`config.mk`:
```
export PLATFORM = sky130hd
export DESIGN_NAME = rxa_serial_rx
export DESIGN_NICKNAME = d
export VERILOG_FILES = /design/src/rtl/rxa_pkg.sv /design/src/rtl/rxa_pin_sync.sv /design/src/rtl/rxa_frame_track.sv /design/src/rtl/rxa_word_asm.sv /design/src/rtl/rxa_serial_rx.sv
export SDC_FILE = /design/constraint.sdc
export NUM_CORES = 1
export LEC_CHECK = 0
export ABC_AREA = 1
export CELL_PAD_IN_SITES_DETAIL_PLACEMENT = 0
export CELL_PAD_IN_SITES_GLOBAL_PLACEMENT = 1
export CORE_MARGIN = 4
export CORE_UTILIZATION = 48
export CTS_CLUSTER_DIAMETER = 200
export CTS_CLUSTER_SIZE = 14
export DETAILED_ROUTE_END_ITERATION = 10
export DONT_BUFFER_PORTS = 1
export GPL_ROUTABILITY_DRIVEN = 0
export GPL_TIMING_DRIVEN = 1
export HOLD_SLACK_MARGIN = 0.05
export PLACE_DENSITY_LB_ADDON = 0.25
export SLEW_MARGIN = 20
export SYNTH_ARGS = -nofsm -noshare
export SYNTH_HDL_FRONTEND = slang
export SYNTH_SLANG_ARGS = --single-unit
```
`constraint.sdc`:
```
create_clock -name clk -period 4.3 [get_ports clk]
set_input_delay 0.215 -clock clk [delete_from_list [all_inputs] [get_ports clk]]
set_output_delay 0.215 -clock clk [all_outputs]
set_load 0.02 [all_outputs]
```
`src/rtl/rxa_pkg.sv`:
```
// Package: shared constants, format record and configuration decode for the
// serial audio receiver. Assumes the packed word layout shared with the
// transmitter; the receiver reads only the fields that shape reception.
package rxa_pkg;

    localparam int MAX_SLOT_BITS = 32;
    localparam int MAX_SLOTS     = 16;
    localparam int BIT_IW        = $clog2(MAX_SLOT_BITS);
    localparam int SLOT_IW       = $clog2(MAX_SLOTS);
    localparam int BPS_W         = BIT_IW + 1;
    localparam int CFG_W         = 32;

    localparam int CFG_MODE_BIT  = 31;
    localparam int CFG_SLOTS_LSB = 14;
    localparam int CFG_HALF_BIT  = 13;
    localparam int CFG_BPS_LSB   = 8;
    localparam int CFG_LSBJ_BIT  = 7;
    localparam int CFG_LATE_BIT  = 6;

    typedef struct packed {
        logic               tdm;
        logic [SLOT_IW-1:0] slots_m1;
        logic [BIT_IW-1:0]  width_m1;
        logic [BPS_W-1:0]   bps;
        logic               lsb_first;
        logic               late_start;
    } rx_fmt_t;

    // Turn the packed word into the effective reception format.
    function automatic rx_fmt_t decode_fmt(input logic [CFG_W-1:0] c);
        rx_fmt_t           f;
        logic [BPS_W-1:0]  wlen;
        logic [BIT_IW-1:0] bf;
        f.tdm = c[CFG_MODE_BIT];
        if (f.tdm) begin
            f.slots_m1 = c[CFG_SLOTS_LSB +: SLOT_IW] - SLOT_IW'(1);
            f.width_m1 = c[CFG_HALF_BIT] ? BIT_IW'(15) : BIT_IW'(MAX_SLOT_BITS - 1);
        end else begin
            f.slots_m1 = SLOT_IW'(1);
            f.width_m1 = BIT_IW'(MAX_SLOT_BITS - 1);
        end
        wlen = {1'b0, f.width_m1} + BPS_W'(1);
        bf   = c[CFG_BPS_LSB +: BIT_IW];
        f.bps = ((bf == '0) || ({1'b0, bf} > wlen)) ? wlen : {1'b0, bf};
        f.lsb_first  = c[CFG_LSBJ_BIT];
        f.late_start = c[CFG_LATE_BIT];
        return f;
    endfunction

endpackage

```
`src/rtl/rxa_pin_sync.sv`:
```
// Module: rxa_pin_sync
// Brings bit clock, frame sync and data into the system clock domain and
// flags each rising bit-clock edge. Assumes each bit-clock phase lasts at
// least two system clocks; the three pins share one pipeline so that the
// sync and data bits stay aligned with the detected edge.
module rxa_pin_sync #(
    parameter int STAGES = 2
) (
    input  logic clk,
    input  logic rst_n,
    input  logic bclk_i,
    input  logic fsync_i,
    input  logic sdata_i,
    output logic bit_evt_o,
    output logic fs_o,
    output logic sd_o
);
    localparam int LANES = 3;

    logic [LANES-1:0] pipe_q [STAGES];
    logic             bclk_d_q;

    // Shift the pin levels through the synchronizer stages.
    always_ff @(posedge clk) begin
        if (!rst_n) begin
            for (int i = 0; i < STAGES; i++) pipe_q[i] <= '0;
            bclk_d_q <= 1'b0;
        end else begin
            pipe_q[0] <= {bclk_i, fsync_i, sdata_i};
            for (int i = 1; i < STAGES; i++) pipe_q[i] <= pipe_q[i-1];
            bclk_d_q <= pipe_q[STAGES-1][2];
        end
    end

    assign bit_evt_o = pipe_q[STAGES-1][2] & ~bclk_d_q;
    assign fs_o      = pipe_q[STAGES-1][1];
    assign sd_o      = pipe_q[STAGES-1][0];
endmodule

```
`src/rtl/rxa_frame_track.sv`:
```
// Module: rxa_frame_track
// Locates each received bit inside the frame (slot, bit) from sync edges.
// Locks at the first sync edge, checks later edges against the frame
// length, resyncs on mismatch and raises a sticky error. A flush request
// is held until the next bit event, where it unlocks and marks a drop.
// Assumes the format is stable whenever the tracker is locked.
module rxa_frame_track
    import rxa_pkg::*;
(
    input  logic               clk,
    input  logic               rst_n,
    input  logic               tdm_i,
    input  logic               late_i,
    input  logic [SLOT_IW-1:0] slots_m1_i,
    input  logic [BIT_IW-1:0]  width_m1_i,
    input  logic               bit_evt_i,
    input  logic               fs_i,
    input  logic               flush_i,
    output logic               use_o,
    output logic               drop_o,
    output logic [SLOT_IW-1:0] slot_o,
    output logic [BIT_IW-1:0]  bit_o,
    output logic               err_o
);
    logic               locked_q, fs_prev_q, pend_q, err_q;
    logic [SLOT_IW-1:0] slot_q, nslot;
    logic [BIT_IW-1:0]  bit_q, nbit;
    logic               sync_edge, at_last, at_first, mism, lock_d;

    // Decode this bit's position and the next expected position.
    always_comb begin
        sync_edge = tdm_i ? (fs_i & ~fs_prev_q) : (~fs_i & fs_prev_q);
        at_last   = (slot_q == slots_m1_i) && (bit_q == width_m1_i);
        at_first  = (slot_q == '0) && (bit_q == '0);
        use_o  = 1'b0;
        drop_o = 1'b0;
        mism   = 1'b0;
        slot_o = slot_q;
        bit_o  = bit_q;
        lock_d = locked_q;
        nslot  = slot_q;
        nbit   = bit_q;
        if (bit_evt_i) begin
            if (pend_q) begin
                drop_o = 1'b1;
                lock_d = 1'b0;
                nslot  = '0;
                nbit   = '0;
            end else if (sync_edge) begin
                lock_d = 1'b1;
                if (late_i) begin
                    mism  = locked_q & ~at_last;
                    use_o = locked_q & at_last;
                    nslot = '0;
                    nbit  = '0;
                end else begin
                    mism   = locked_q & ~at_first;
                    use_o  = 1'b1;
                    slot_o = '0;
                    bit_o  = '0;
                    nslot  = '0;
                    nbit   = BIT_IW'(1);
                end
            end else if (locked_q) begin
                use_o = 1'b1;
                if (bit_q == width_m1_i) begin
                    nbit  = '0;
                    nslot = (slot_q == slots_m1_i) ? '0 : slot_q + SLOT_IW'(1);
                end else begin
                    nbit  = bit_q + BIT_IW'(1);
                end
            end
        end
    end

    // Update position, lock, pending flush and sticky error.
    always_ff @(posedge clk) begin
        if (!rst_n) begin
            locked_q  <= 1'b0;
            fs_prev_q <= 1'b0;
            pend_q    <= 1'b0;
            err_q     <= 1'b0;
            slot_q    <= '0;
            bit_q     <= '0;
        end else begin
            locked_q <= lock_d;
            slot_q   <= nslot;
            bit_q    <= nbit;
            pend_q   <= flush_i | (pend_q & ~bit_evt_i);
            err_q    <= err_q | mism;
            if (bit_evt_i) fs_prev_q <= fs_i;
        end
    end

    assign err_o = err_q;

    assert_err_sticky_R8: assert property (@(posedge clk) disable iff (!rst_n)
        err_q |=> err_q) else $error("sync error flag dropped");

    assert_flush_unlocks_R9: assert property (@(posedge clk) disable iff (!rst_n)
        (bit_evt_i && pend_q) |=> !locked_q) else $error("flush did not unlock");

    assert_pos_in_frame_R2: assert property (@(posedge clk) disable iff (!rst_n)
        locked_q |-> (bit_q <= width_m1_i) && (slot_q <= slots_m1_i))
        else $error("frame position out of range");
endmodule

```
`src/rtl/rxa_word_asm.sv`:
```
// Module: rxa_word_asm
// Shifts in the bits that fall inside the sample window of each slot and
// emits the right-aligned word on the slot's last bit. The window is the
// first or the last B bits of the slot, chosen by justification. Assumes
// the position inputs come from the frame tracker for the same bit event.
module rxa_word_asm
    import rxa_pkg::*;
(
    input  logic                     clk,
    input  logic                     rst_n,
    input  logic                     lsb_first_i,
    input  logic [BPS_W-1:0]         bps_i,
    input  logic [BIT_IW-1:0]        width_m1_i,
    input  logic                     use_i,
    input  logic                     drop_i,
    input  logic [SLOT_IW-1:0]       slot_i,
    input  logic [BIT_IW-1:0]        bit_i,
    input  logic                     sd_i,
    output logic                     valid_o,
    output logic [MAX_SLOT_BITS-1:0] data_o,
    output logic [SLOT_IW-1:0]       slot_o
);
    localparam int DW = MAX_SLOT_BITS;

    logic [DW-1:0]      sh_q, base, nsh, data_q;
    logic [SLOT_IW-1:0] slot_q;
    logic               valid_q, in_win;
    logic [BPS_W-1:0]   wlen, win_lo, win_hi, bx;

    // Work out whether this bit belongs to the sample and the new shift value.
    always_comb begin
        wlen   = {1'b0, width_m1_i} + BPS_W'(1);
        win_lo = lsb_first_i ? (wlen - bps_i) : '0;
        win_hi = lsb_first_i ? wlen : bps_i;
        bx     = {1'b0, bit_i};
        in_win = (bx >= win_lo) && (bx < win_hi);
        base   = (bit_i == '0) ? '0 : sh_q;
        nsh    = in_win ? {base[DW-2:0], sd_i} : base;
    end

    // Accumulate bits and publish the word at the end of each slot.
    always_ff @(posedge clk) begin
        if (!rst_n) begin
            sh_q    <= '0;
            data_q  <= '0;
            slot_q  <= '0;
            valid_q <= 1'b0;
        end else begin
            valid_q <= 1'b0;
            if (drop_i) begin
                sh_q <= '0;
            end else if (use_i) begin
                if (bit_i == width_m1_i) begin
                    data_q  <= nsh;
                    slot_q  <= slot_i;
                    valid_q <= 1'b1;
                    sh_q    <= '0;
                end else begin
                    sh_q <= nsh;
                end
            end
        end
    end

    assign valid_o = valid_q;
    assign data_o  = data_q;
    assign slot_o  = slot_q;

    assert_single_pulse_R3: assert property (@(posedge clk) disable iff (!rst_n)
        valid_q |=> !valid_q) else $error("back-to-back sample pulses");

    assert_right_aligned_R4: assert property (@(posedge clk) disable iff (!rst_n)
        valid_q |-> ((data_q >> bps_i) == '0)) else $error("bits above sample width");
endmodule

```
`src/rtl/rxa_serial_rx.sv`:
```
// Module: rxa_serial_rx (top)
// Serial audio receiver: synchronizes the pins, tracks frame position and
// assembles per-slot samples tagged with their slot index. Always slaved to
// the external bit clock. Assumes cfg_i changes only while idle or in reset.
module rxa_serial_rx
    import rxa_pkg::*;
#(
    parameter int SYNC_STAGES = 2
) (
    input  logic                     clk,
    input  logic                     rst_n,
    input  logic [CFG_W-1:0]         cfg_i,
    input  logic                     flush_i,
    input  logic                     bclk_i,
    input  logic                     fsync_i,
    input  logic                     sdata_i,
    output logic                     smp_valid_o,
    output logic [MAX_SLOT_BITS-1:0] smp_data_o,
    output logic [SLOT_IW-1:0]       smp_slot_o,
    output logic                     sync_err_o
);
    rx_fmt_t            fmt;
    logic               bit_evt, fs_bit, sd_bit, use_bit, drop_bit;
    logic [SLOT_IW-1:0] cur_slot;
    logic [BIT_IW-1:0]  cur_bit;
    logic               unused_cfg;

    assign fmt = decode_fmt(cfg_i);
    // Transmitter-only fields: leader/follower select and sync pulse width.
    assign unused_cfg = ^{cfg_i[30], cfg_i[25:18], cfg_i[5:0], cfg_i[29:26]};

    rxa_pin_sync #(.STAGES(SYNC_STAGES)) pins_i (
        .clk(clk), .rst_n(rst_n), .bclk_i(bclk_i), .fsync_i(fsync_i),
        .sdata_i(sdata_i), .bit_evt_o(bit_evt), .fs_o(fs_bit), .sd_o(sd_bit)
    );

    rxa_frame_track track_i (
        .clk(clk), .rst_n(rst_n), .tdm_i(fmt.tdm), .late_i(fmt.late_start),
        .slots_m1_i(fmt.slots_m1), .width_m1_i(fmt.width_m1),
        .bit_evt_i(bit_evt), .fs_i(fs_bit), .flush_i(flush_i),
        .use_o(use_bit), .drop_o(drop_bit), .slot_o(cur_slot), .bit_o(cur_bit),
        .err_o(sync_err_o)
    );

    rxa_word_asm asm_i (
        .clk(clk), .rst_n(rst_n), .lsb_first_i(fmt.lsb_first), .bps_i(fmt.bps),
        .width_m1_i(fmt.width_m1), .use_i(use_bit), .drop_i(drop_bit),
        .slot_i(cur_slot), .bit_i(cur_bit), .sd_i(sd_bit),
        .valid_o(smp_valid_o), .data_o(smp_data_o), .slot_o(smp_slot_o)
    );

    assert_slot_tag_range_R2: assert property (@(posedge clk) disable iff (!rst_n)
        smp_valid_o |-> (smp_slot_o <= fmt.slots_m1)) else $error("slot tag out of range");
endmodule

```
==> Word-level counts from Yosys, hierarchy flattened <==
Memories as Yosys holds them, arrays and structs flattened.
Index checks and enable logic that the tools add are counted.
{ "word_totals": {"ff_bits": 83, "latchBits": 0, "ram_bits": 6, "rom_bits": 0, "input_bits": 38, "out_inout_bits": 38, "word_cells": 105, "mem_count": 1} }
{ "op_classes": {"n_addsub": 5, "multipliers": 0, "div_mod_pow": 0, "magnitude_cmp": 3, "eq_ne": 3, "shift": 0, "muxes": 45, "bitwise_logic": 20, "n_reduce_logical": 17} }
{ "mem_list": {"columns": ["name", "depth", "word_bits", "read_ports", "rd_clocked_by_memory_dff", "write_ports", "line", "rtl"], "rows": [
  ["pins_i.pipe_q", 2, 3, 2, 0, 2, "rxa_pin_sync.sv:20", "logic [LANES-1:0] pipe_q [STAGES];"]
]} }
{ "op_table": {"columns": ["cell", "count"], "rows": [
  ["two-way mux 32 bit", 3],
  ["two-way mux 5 bit", 9],
  ["two-way mux 4 bit", 9],
  ["two-way mux 1 bit", 18],
  ["two-way mux 6 bit", 3],
  ["logical NOT 5 bit", 3],
  ["equality test 5 bit", 2],
  ["two-way mux 9 bit", 1],
  ["inverter 1 bit", 9],
  ["bitwise AND 1 bit", 7],
  ["adder 5 x 1 -> 6 bit (second input constant)", 1],
  [">= comparator 5 x 6 -> 1 bit", 1],
  ["greater-than comparator 5 x 6 -> 1 bit", 1],
  ["< comparator 5 x 6 -> 1 bit", 1],
  ["two-way mux 3 bit", 2],
  ["AND reduction 3 bit", 2],
  ["nonzero test 3 bit", 2],
  ["subtractor 6 bit", 1],
  ["adder 5 x 1 -> 5 bit (second input constant)", 1],
  ["adder 4 x 1 -> 4 bit (second input constant)", 1],
  ["equality test 4 bit", 1],
  ["logical NOT 4 bit", 1],
  ["bitwise OR 1 bit", 4],
  ["AND reduction 2 bit", 2],
  ["6 further kinds", 8]
]} }

==> Depth between registers and ports, before layout <==
Gate-level depths: netlist of the first run.
{ "depth": {"ltp_word": 12, "depth_mapped": 25, "depth_no_buf": 23} }

==> Modules after synthesis <==
A second synthesis of the first run with hierarchy kept.
{ "hier_totals": {"hier_cells": 855, "hier_area_um2": 5328.9} }
{ "by_module_without_submodules": {"columns": ["module", "n_inst", "cells_each", "area_each_um2", "seq_area_each_um2"], "rows": [
  ["rxa_word_asm", 1, 633, 3981.3, 1381.3],
  ["rxa_frame_track", 1, 166, 998.5, 260.2],
  ["rxa_pin_sync", 1, 23, 200.2, 140.1],
  ["rxa_serial_rx", 1, 33, 148.9, 0.0]
]} }

==> Least setup slack after synthesis of the first run <==
Ideal clock, no wire load.
{ "synth_path": {"path_type": "input -> register", "from": "input cfg_i[31]", "to": "register asm_i.data_q[10] (netlist: asm_i.data_o[10])", "setup_time_ns": 0.109, "t_arrival_ns": 2.504, "slack_ns": 1.687, "path_stages": 23, "path_cell_list": "buf_6 nand2_2 nor2_1 nand2_2 nand2_2 nor2_1 inv_1 ha_1 a21oi_1 o21ai_0 ha_1 nand2_1 nand2_1 nand2_1 nand2_1 nand2_1 a21oi_2 buf_2 nand4_1 nand2_1 nand2_1 nand2_1 inv_1"} }
{ "synth_via": {"elab_chain_len": 10} }
{ "synth_lines": {"columns": ["item", "line", "rtl"], "rows": [
  ["from (decl)", "rxa_serial_rx.sv:12", "input logic [CFG_W-1:0] cfg_i,"],
  ["two-way mux 9 bit", "rxa_pkg.sv:35", "if (f.tdm) begin"],
  ["adder 5 x 1 -> 6 bit", "rxa_pkg.sv:42, rxa_word_asm.sv:32", null],
  ["greater-than comparator 5 x 6 -> 1 bit", "rxa_pkg.sv:44", "f.bps = ((bf == '0) || ({1'b0, bf} > wlen)) ? wlen : {1'b0, bf};"],
  ["logical OR 1 bit", "rxa_pkg.sv:44", null],
  ["two-way mux 6 bit", "rxa_pkg.sv:44", null],
  ["subtractor 6 bit", "rxa_word_asm.sv:33", "win_lo = lsb_first_i ? (wlen - bps_i) : '0;"],
  ["two-way mux 6 bit", "rxa_word_asm.sv:33", null],
  [">= comparator 5 x 6 -> 1 bit", "rxa_word_asm.sv:36", "in_win = (bx >= win_lo) && (bx < win_hi);"],
  ["logical AND 1 bit", "rxa_word_asm.sv:36", null],
  ["two-way mux 32 bit", "rxa_word_asm.sv:38", "nsh = in_win ? {base[DW-2:0], sd_i} : base;"],
  ["to (signal assigned)", "rxa_word_asm.sv:54", "data_q <= nsh;"],
  ["to (decl)", "rxa_word_asm.sv:25", "logic [DW-1:0] sh_q, base, nsh, data_q;"]
]} }
Several ways; a longest one is shown, not always the timed one.
A chain may end at the register's enable or synchronous reset.

==> Worst setup path after layout of the first run <==
{ "layout_path": {"from": "register pins_i.bclk_d_q (read register of pins_i.pipe_q)", "to": "register asm_i.sh_q[14]"} }
{ "layout_via": {"elab_chain_len": 7} }
{ "layout_lines": {"columns": ["item", "line", "rtl"], "rows": [
  ["from (decl)", "rxa_pin_sync.sv:21", "logic bclk_d_q;"],
  ["inverter 1 bit (*)", "rxa_pin_sync.sv:35", "assign bit_evt_o = pipe_q[STAGES-1][2] & ~bclk_d_q;"],
  ["bitwise AND 1 bit (*)", "rxa_pin_sync.sv:35", null],
  ["two-way mux 5 bit", "rxa_frame_track.sv:43", "if (bit_evt_i) begin"],
  [">= comparator 5 x 6 -> 1 bit, or another cell as far along", "rxa_word_asm.sv:36", null],
  ["logical AND 1 bit or two-way mux 32 bit (tied branches)", "rxa_word_asm.sv:36, rxa_word_asm.sv:37", null],
  ["two-way mux 32 bit", "rxa_word_asm.sv:38", null],
  ["two-way mux 32 bit", "rxa_word_asm.sv:53", "if (bit_i == width_m1_i) begin"],
  ["to (signal assigned)", "rxa_word_asm.sv:59", "sh_q <= nsh;"],
  ["to (decl)", "rxa_word_asm.sv:25", null]
]} }
Mark *: on every way between the ends. The rest lies on a longest branch, timed or not.

==> results of run 1 <==
how the worst max path moves through the flow:
stage               startpoint                to  depth (start not counted)
6_report       pins_i.bclk_d_q    asm_i.sh_q[14]                         20
5_1_grt        pins_i.bclk_d_q    asm_i.sh_q[14]                         20
4_1_cts        pins_i.bclk_d_q    asm_i.sh_q[14]                         20
3_5_place_dp          cfg_i[9]    asm_i.sh_q[14]                         21
3_3_place_gp          cfg_i[9]    asm_i.sh_q[11]                         21
2_1_floorplan        cfg_i[31]  asm_i.data_o[10]                         23
logic make-up (layout without fill, tap and decap cells):
| kind of cell | count (synthesis) | count (layout) |
|---|---|---|
| flip-flops | 89 | 89 |
| XOR/XNOR | 3 | 3 |
| AO/OA/AOI/OAI | 69 | 69 |
| adder cells (fa/ha/maj) | 16 | 16 |
| buffers and inverters | 133 | 117 |
| AND/OR/NAND/NOR | 455 | 455 |
sequential cells by signal (all words and copies together), names as in the netlist:
register           count
track_i.locked_q       1
pins_i.bclk_d_q        1
track_i.slot_q         4
track_i.pend_q         1
asm_i.slot_o           4
track_i.err_o          1
track_i.bit_q          5
asm_i.sh_q            32
asm_i.data_o          32
pins_i.pipe_q          6
track_i.fs_prev_q      1
asm_i.valid_o          1
cell usage after synthesis, types with 2 or more instances:
cell type and count:
nor2_2 3, o21ai_2 2, dfxtp_1 89, nor3_1 2, inv_1 85, nand3b_1 2, buf_2 18, nand4_1 39
o22ai_1 2, inv_2 7, nand2_2 8, nand3_2 2, nand2_1 257, buf_6 4, buf_4 5, ha_1 16
clkbuf_1 11, xor2_1 3, a211oi_1 2, o21ai_0 14, nand3_1 51, nor2_1 84, a21oi_1 41, a21oi_2 2
what timing repair did:
item,in CTS,in global routing
setup buffers,0,0
hold buffers,5,0
endpoints found under the hold margin,16,0
setup endpoints to repair,0,0
worst reg2reg max path: stages (launching register included):
cell     delay [ns]
dfxtp_1        0.31
inv_1          0.04
nand2_1        0.14
nor2_1         0.19
nand3_1        0.35
nand2_1        0.15
inv_1          0.07
ha_1           0.27
nand2_1        0.05
nand2_1        0.05
nand2_1        0.05
nand2_1        0.05
nand2_1        0.04
nand2_1        0.05
nand2_1        0.06
a21oi_2        0.11
buf_4          0.36
nand3_4        0.44
nand2_1        0.23
nand3_1        0.11
a21oi_1        0.16
cell type report:
| class | count | area share, % |
|---|---|---|
| timing repair buffer | 7 | 1.257 |
| sequential | 89 | 34.43 |
| clock inverter | 4 | 1.475 |
| tap | 133 | 3.216 |
| inverter | 94 | 6.867 |
| multi-input combinational | 543 | 49.95 |
| clock buffer | 12 | 2.805 |
stage by stage:
| stage | setup slack [ns] | std cells | util [%] | total power [uW] |
|---|---|---|---|---|
| 2_1_floorplan | 1.687 | 765 | - | 1031 |
| 3_3_place_gp | 1.056 | 861 | 49.46 | 1059 |
| 3_5_place_dp | 1.011 | 861 | 49.48 | 1061 |
| 4_1_cts | 0.9894 | 882 | 52.22 | 1715 |
| 5_1_grt | 0.5639 | 882 | 52.22 | 1780 |
| 6_report | 0.9516 | 882 | 52.22 | 1689 |
layer usage:
metal | part of all wire (%) | global-route usage, %
met1 | 45 | 23.85
met2 | 49 | 34.44
met3 | 4.9 | 4.932
met4 | 1.3 | 4.809
met5 | 0 | 0
report_power, final:
part	internal, uW	switching, uW
Clock	345	296
Combinational	61.5	156
Sequential	829	2.94
Total	1240	454
==> summary.md, run 1 <==
| Metric | Value |
|---|---|
| IR drop worst, VDD | 260.7 uV |
| Share of layout cells above drive strength 1 | 6.275% |
| Final WL | 11190 um |
| Power Density | 326.5 nW/um2 |
| Synth top area share | 36.14% |
| Multi-input gate area | 2585 um2 |
| Vias in the first global route | 4310 |
| Residual DRC count | 0 |
| CTS sink cnt | 89 |
| Peak Freq | 298.7 MHz |
| Iteration-0 DRC count of the detailed router | 319 |
| Critical path class | reg2reg |
| TNS Setup | 0 ns |
| Post-synthesis net count | between 800 and 900 |
| Synth Area in Adders | 4.061% |
| Final Hold Fails | 0 |
| WHS | just under 0.08 ns |
| CP endpoint kind | register |
| Most frequent cells in the layout | 256 x nand2_1, 89 x dfxtp_1, 84 x inv_1, 84 x nor2_1, 51 x nand3_1 |
| Max-Cap Viols | 0 |
| Final non-filler cell area | between 5000 and 6000 um2 |
| Post-route ant nets | 0 |
| Wire per inst | 12.69 um |
| Area Overhead vs Synth | 4.975% |
| Grt ovf | 0 |
| Mapped Cells | 765 |
| Compound-Gate Fraction of Synth Area | 7.792% |
| Pin count of the biggest net entering global routing | between 40 and 50 |
| Die area | between 10000 and 15000 um2 |
| Post-CTS resize count | 0 |
| Die height | 109.3 um |
| Total core area | 9910 um2 |
| Most used DFF post-synth | dfxtp_1 |
| Avg Synthesized Cell Area | 6.444 um2 |
| Pins Over Slew Limit | 0 |
| Crit-path max cell delay | 0.42 ns |
| Largest family of logic cells by synthesized area | simple AND/OR/NAND/NOR gates |
| Arr. time, crit path | between 3 and 4 ns |
| Placed Area | 4903 um2 |
| Post-DR vias/cell | 5.187 |
| Final min period | 3.348 ns |
| CTS tree | done |
| WP buf/inv | 3 |
| Most used cell, CP | nand2_1 |
| Nets | 798 |
| Cell Chain, Critical Path | inv_1 > nand2_1 > nor2_1 > nand3_1 > nand2_1 > inv_1 > ha_1 > nand2_1 > nand2_1 > nand2_1 > nand2_1 > nand2_1 > nand2_1 > nand2_1 > a21oi_2 > buf_4 > nand3_4 > nand2_1 > nand3_1 > a21oi_1 |
| Fillers | 1034 |
| Global-route wire length before repair | 19060 um |
| Reg2reg end | asm_i.sh_q[14] |
| RSZ-0062 raised after global routing | false |
| Max transition margin | 31.66% |
| Leak pwr | roughly 0.0024 uW |
| Num CTS Buffers | 9 |
| Post-synthesis mux area share | 0% |
| Hold endpoint | track_i.bit_q[3] |
| Mapped Area | 4930 um2 |
| CP required | 4.58 ns |
| Status | finished clean |
| Worst Skew | 0.01102 ns |
| Reg2reg start | pins_i.bclk_d_q |
| Via count | between 4000 and 5000 |
| #FFs+latches synth | 89 |
| Site row count | 36 |
| Clock-pin slew on the worst setup and hold paths | approximately 0.09 ns |
| Number of synthesized flops with an enable pin | 0 |
| Final period util | 77.87% |
| Worst Setup Start Kind | register |
| Sequential cell area | about 1800 um2 |
| Distinct cells, synth | 40 |
| GRT Resource Usage Total | 19.56% |
| Worst Hold Depth | 2 |
| Slowest-stage cell, CP | nand3_4 |
| Yosys top cell by area | dfxtp_1 |
| Post-Synth XOR/XNOR Area | 0.5330% |
| FFs w/ async S/R, synth | 0% |
| Pre-Repair DR Iteration Count | 5 |
| Worst slew pin tran | approximately 1.0 ns |
| Hold Crit Start | rst_n |
| CP max FO | 33 |
| Commonest non-fill, non-tap cell in the layout | nand2_1 |
| # setup viols final | 0 |
| Die X | 109.3 um |
| Sequential area share after synthesis | 36.14% |
| Antenna violations before repair | 0 |
| Clk Latency, worst-skew pair | 0.36 ns |
| Initial core utilization | 49.75% |
| Hold Crit Class | in2reg |
| Max clock buf depth | 2 |
| Port buffer count | 0 |
| Yosys warning count | 0 |
| Htree depth | 3 |
| Top post-synthesis cells by area | dfxtp_1 36%, nand2_1 20%, inv_1 6.5% |
| Worst path top cell family by delay | simple AND/OR/NAND/NOR gates |
| CTS Root Cell | clkbuf_8 |
| Hpwl dp | 7245 um |
| R2R setup slack | 0.95 ns |
| Number of I/O pins | 76 |
| ANT cells | 0 |
| R2R depth | 20 |
| Synth Area in Simple Gates | 39.85% |
No activity file was read; power rests on OpenSTA's default activity.
==> inputs of run 2 (changes only) <==
- CORE_UTILIZATION: 48 -> 45
- clock period: 4.3 -> 3.34 ns (I/O delays scaled with it)
==> run 2 against run 1 <==
Final area increased by 1.8%. Wire length is 2.2% higher. Critical path depth did not move. Clock power rose by 32%. Register-to-register slack lost 0.64 ns. Critical endpoint is now asm_i.data_o[4].
==> summary.md, run 2 (synthesis gave the netlist of run 1 again) <==
| Metric | Value |
|---|---|
| Status | finished clean |
| GRT Resource Usage Total | 17.92% (-1.6 points) |
| Detailed-routed wire length on met3 | 616 um (+12%) |
| Most frequent cells in the layout | 257 x nand2_1, 89 x dfxtp_1, 85 x inv_1 |
| Area Overhead vs Synth | 6.853% |
| Grt ovf | 0 (unchanged) |
| CTS tree | done |
| Site row count | 37 (+2.8%) |
| IR drop worst, VDD | 380.5 uV (+46%) |
| Wire per inst | 12.80 um (+0.86%) |
| Final Hold Fails | 0 (unchanged) |
| Die height | 112.7 um (+3.0%) |
| Worst path top cell family by delay | simple AND/OR/NAND/NOR gates |
| Inst Count DP | 872 (+1.3%) |
| Port buffer count | 0 (unchanged) |
| Crit-path max cell delay | 0.37 ns (-0.05 ns) |
| Slowest-stage cell, CP | a21oi_2 |
| Antenna violations before repair | 0 (unchanged) |
| Combinational power share | 13.3% (+0.4 points) |
| Post-route ant nets | 0 (unchanged) |
| Internal cell power | 1619 uW (+31%) |
| ANT cells | 0 (unchanged) |
| Final WL | 11440 um (+2.2%) |
| Max-Cap Viols | 0 (unchanged) |
| Worst Skew | 0.009519 ns (-0.001497 ns) |
| Die area | 12690 um2 (+6.2%) |
| Sequential Power Share | 48.4% (-0.8 points) |
| Commonest non-fill, non-tap cell in the layout | nand2_1 |
| CP endpoint kind | register |
| Global-route wire length before repair | 19110 um (+0.26%) |
| Htree depth | 3 (unchanged) |
| NetSw | 592.4 uW (+30%) |
| Leak pwr | 0.002470 uW (+1.9%) |
| Met2 WL | 5364 um (-1.3%) |
| Fillers | 1077 (+4.2%) |
| Pre-Repair DR Iteration Count | 4 (-1) |
| Residual DRC count | 0 (unchanged) |
| Final min period | 3.025 ns (-0.3232 ns) |
| Max clock buf depth | 2 (unchanged) |
| Total core area | 10510 um2 (+6.0%) |
| RSZ-0062 raised after global routing | false |
| Clock Power Share | 38.2% (+0.3 points) |
| Worst Setup Start Kind | register |
| Hpwl dp | 7557 um (+4.3%) |
| # setup viols final | 0 (unchanged) |
| Post-DR vias/cell | 5.105 (-1.6%) |
| Pins Over Slew Limit | 0 (unchanged) |
| Critical path class | reg2reg |
| Via count | 4564 (-0.24%) |
| WP buf/inv | 3 (unchanged) |
| Iteration-0 DRC count of the detailed router | 316 (-0.94%) |
| CTS Root Cell | clkbuf_8 |
| Die X | 112.7 um (+3.0%) |
| Pin count of the biggest net entering global routing | 66 (+57%) |
| Clock-pin slew on the worst setup and hold paths | 0.09 ns (about the same) |
| Max transition margin | 36.95% (+5.3 points) |
| Clk Latency, worst-skew pair | 0.35 ns (about the same) |
| Final period util | 90.57% (+13 points) |
| Vias in the first global route | 4206 (-2.4%) |
| Top routing layer used | met4 |
| Sw frac | 26.79% (-0.092 points) |
| Initial core utilization | 46.91% (-2.8 points) |
| Num CTS Buffers | 9 (unchanged) |
| Cell Chain, Critical Path | nand2_1 > nor2_1 > nand3_1 > nand2_1 > inv_1 > ha_1 > nand2_1 > nand2_1 > nand2_1 > nand2_1 > nand2_1 > nand2_1 > nand2_1 > a21oi_2 > buf_4 > nand4_1 > nand2_1 > nand2_1 > nand2_1 > inv_1 |
| CP max FO | 12 (-64%) |
| Worst slew pin tran | 0.9399 ns (-0.07895 ns) |
| TNS Setup | 0 ns (unchanged) |
| Arr. time, crit path | 3.29 ns (-0.34 ns) |
| Met1 wire length | 5383 um (+6.4%) |
| Hold Crit Class | in2reg |
| Peak Freq | 330.6 MHz (+11%) |
| Power Density | 419.8 nW/um2 (+29%) |
| Finished Layout Cells | 894 (+1.4%) |
| CP required | 3.60 ns (-0.98 ns) |
| Share of layout cells above drive strength 1 | 7.388% (+1.1 points) |
| Nets | 807 (+1.1%) |
| CTS sink cnt | 89 (unchanged) |
| Number of I/O pins | 76 (unchanged) |
| Most used cell, CP | nand2_1 |
[run 2: cell count changes in the layout (fill, tap and decap cells not counted)]
cell,previous run,this run
clkinvlp_4,1,2
buf_12,0,1
a21oi_4,1,0
clkinv_1,2,1
inv_1,84,85
nand3_4,1,2
clkbuf_1,2,1
nand2_1,256,257
nand2_2,9,8
buf_4,2,9
clkbuf_8,10,11
a21oi_2,1,2
clkinv_4,1,0
[run 2: through the flow]
step	utilization [%]	setup slack, ns	power [uW]	cell area, um2	hold WS [ns]
2_1_floorplan	-	0.7749	1328	4930	0.2646
6_report	50.13	0.3149	2211	5268	0.08246
4_1_cts	49.96	0.2929	2232	5250	0.06123
3_3_place_gp	47.29	0.3548	1373	4970	0.2630
5_1_grt	50.13	0.003164	2321	5268	0.07825
3_5_place_dp	47.29	0.3267	1375	4970	0.2680
[run 2: power by group through the flow]
stage	registers [uW]	clock network (uW)	logic, uW
floorplan	1090	0	233
global placement	1100	0	277
detailed placement	1100	0	279
CTS	1070	873	288
global route	1070	909	339
finish	1070	846	295
[run 2: routing by layer]
metal	track usage (%)	vias to the layer above
li1	-	2398
met1	22.81	2054
met2	29.82	103
met3	5.175	9
met4	4.567	0
met5	0	-
[run 2: repair_timing]
item,CTS,global route
endpoints found under the hold margin,20,0
buffers inserted,0,0
gates resized for setup,0,1
endpoints found under the setup margin,0,43
hold buffers,5,0
[run 2: layout make-up]
cell class	count	area (um2)	area share, %
clock buffers	12	155.1	2.945
clock inverters	4	75.07	1.425
inverters	94	355.3	6.746
multi-input cells	544	2592	49.22
flip-flops and latches	89	1782	33.82
well taps	136	170.2	3.230
repair buffers	15	137.6	2.613
[run 2: worst paths after layout]
| kind | from | to | slack, ns | depth (start not counted) |
|---|---|---|---|---|
| setup reg to reg | pins_i.pipe_q[0][5] | asm_i.data_o[4] | 0.31 | 20 |
| setup / recovery | pins_i.pipe_q[0][5] | asm_i.data_o[4] | 0.31 | 20 |
| hold reg to reg | pins_i.pipe_q[0][2] | pins_i.pipe_q[0][5] | 0.42 | 2 |
| hold / removal | rst_n | track_i.bit_q[1] | 0.08 | 2 |
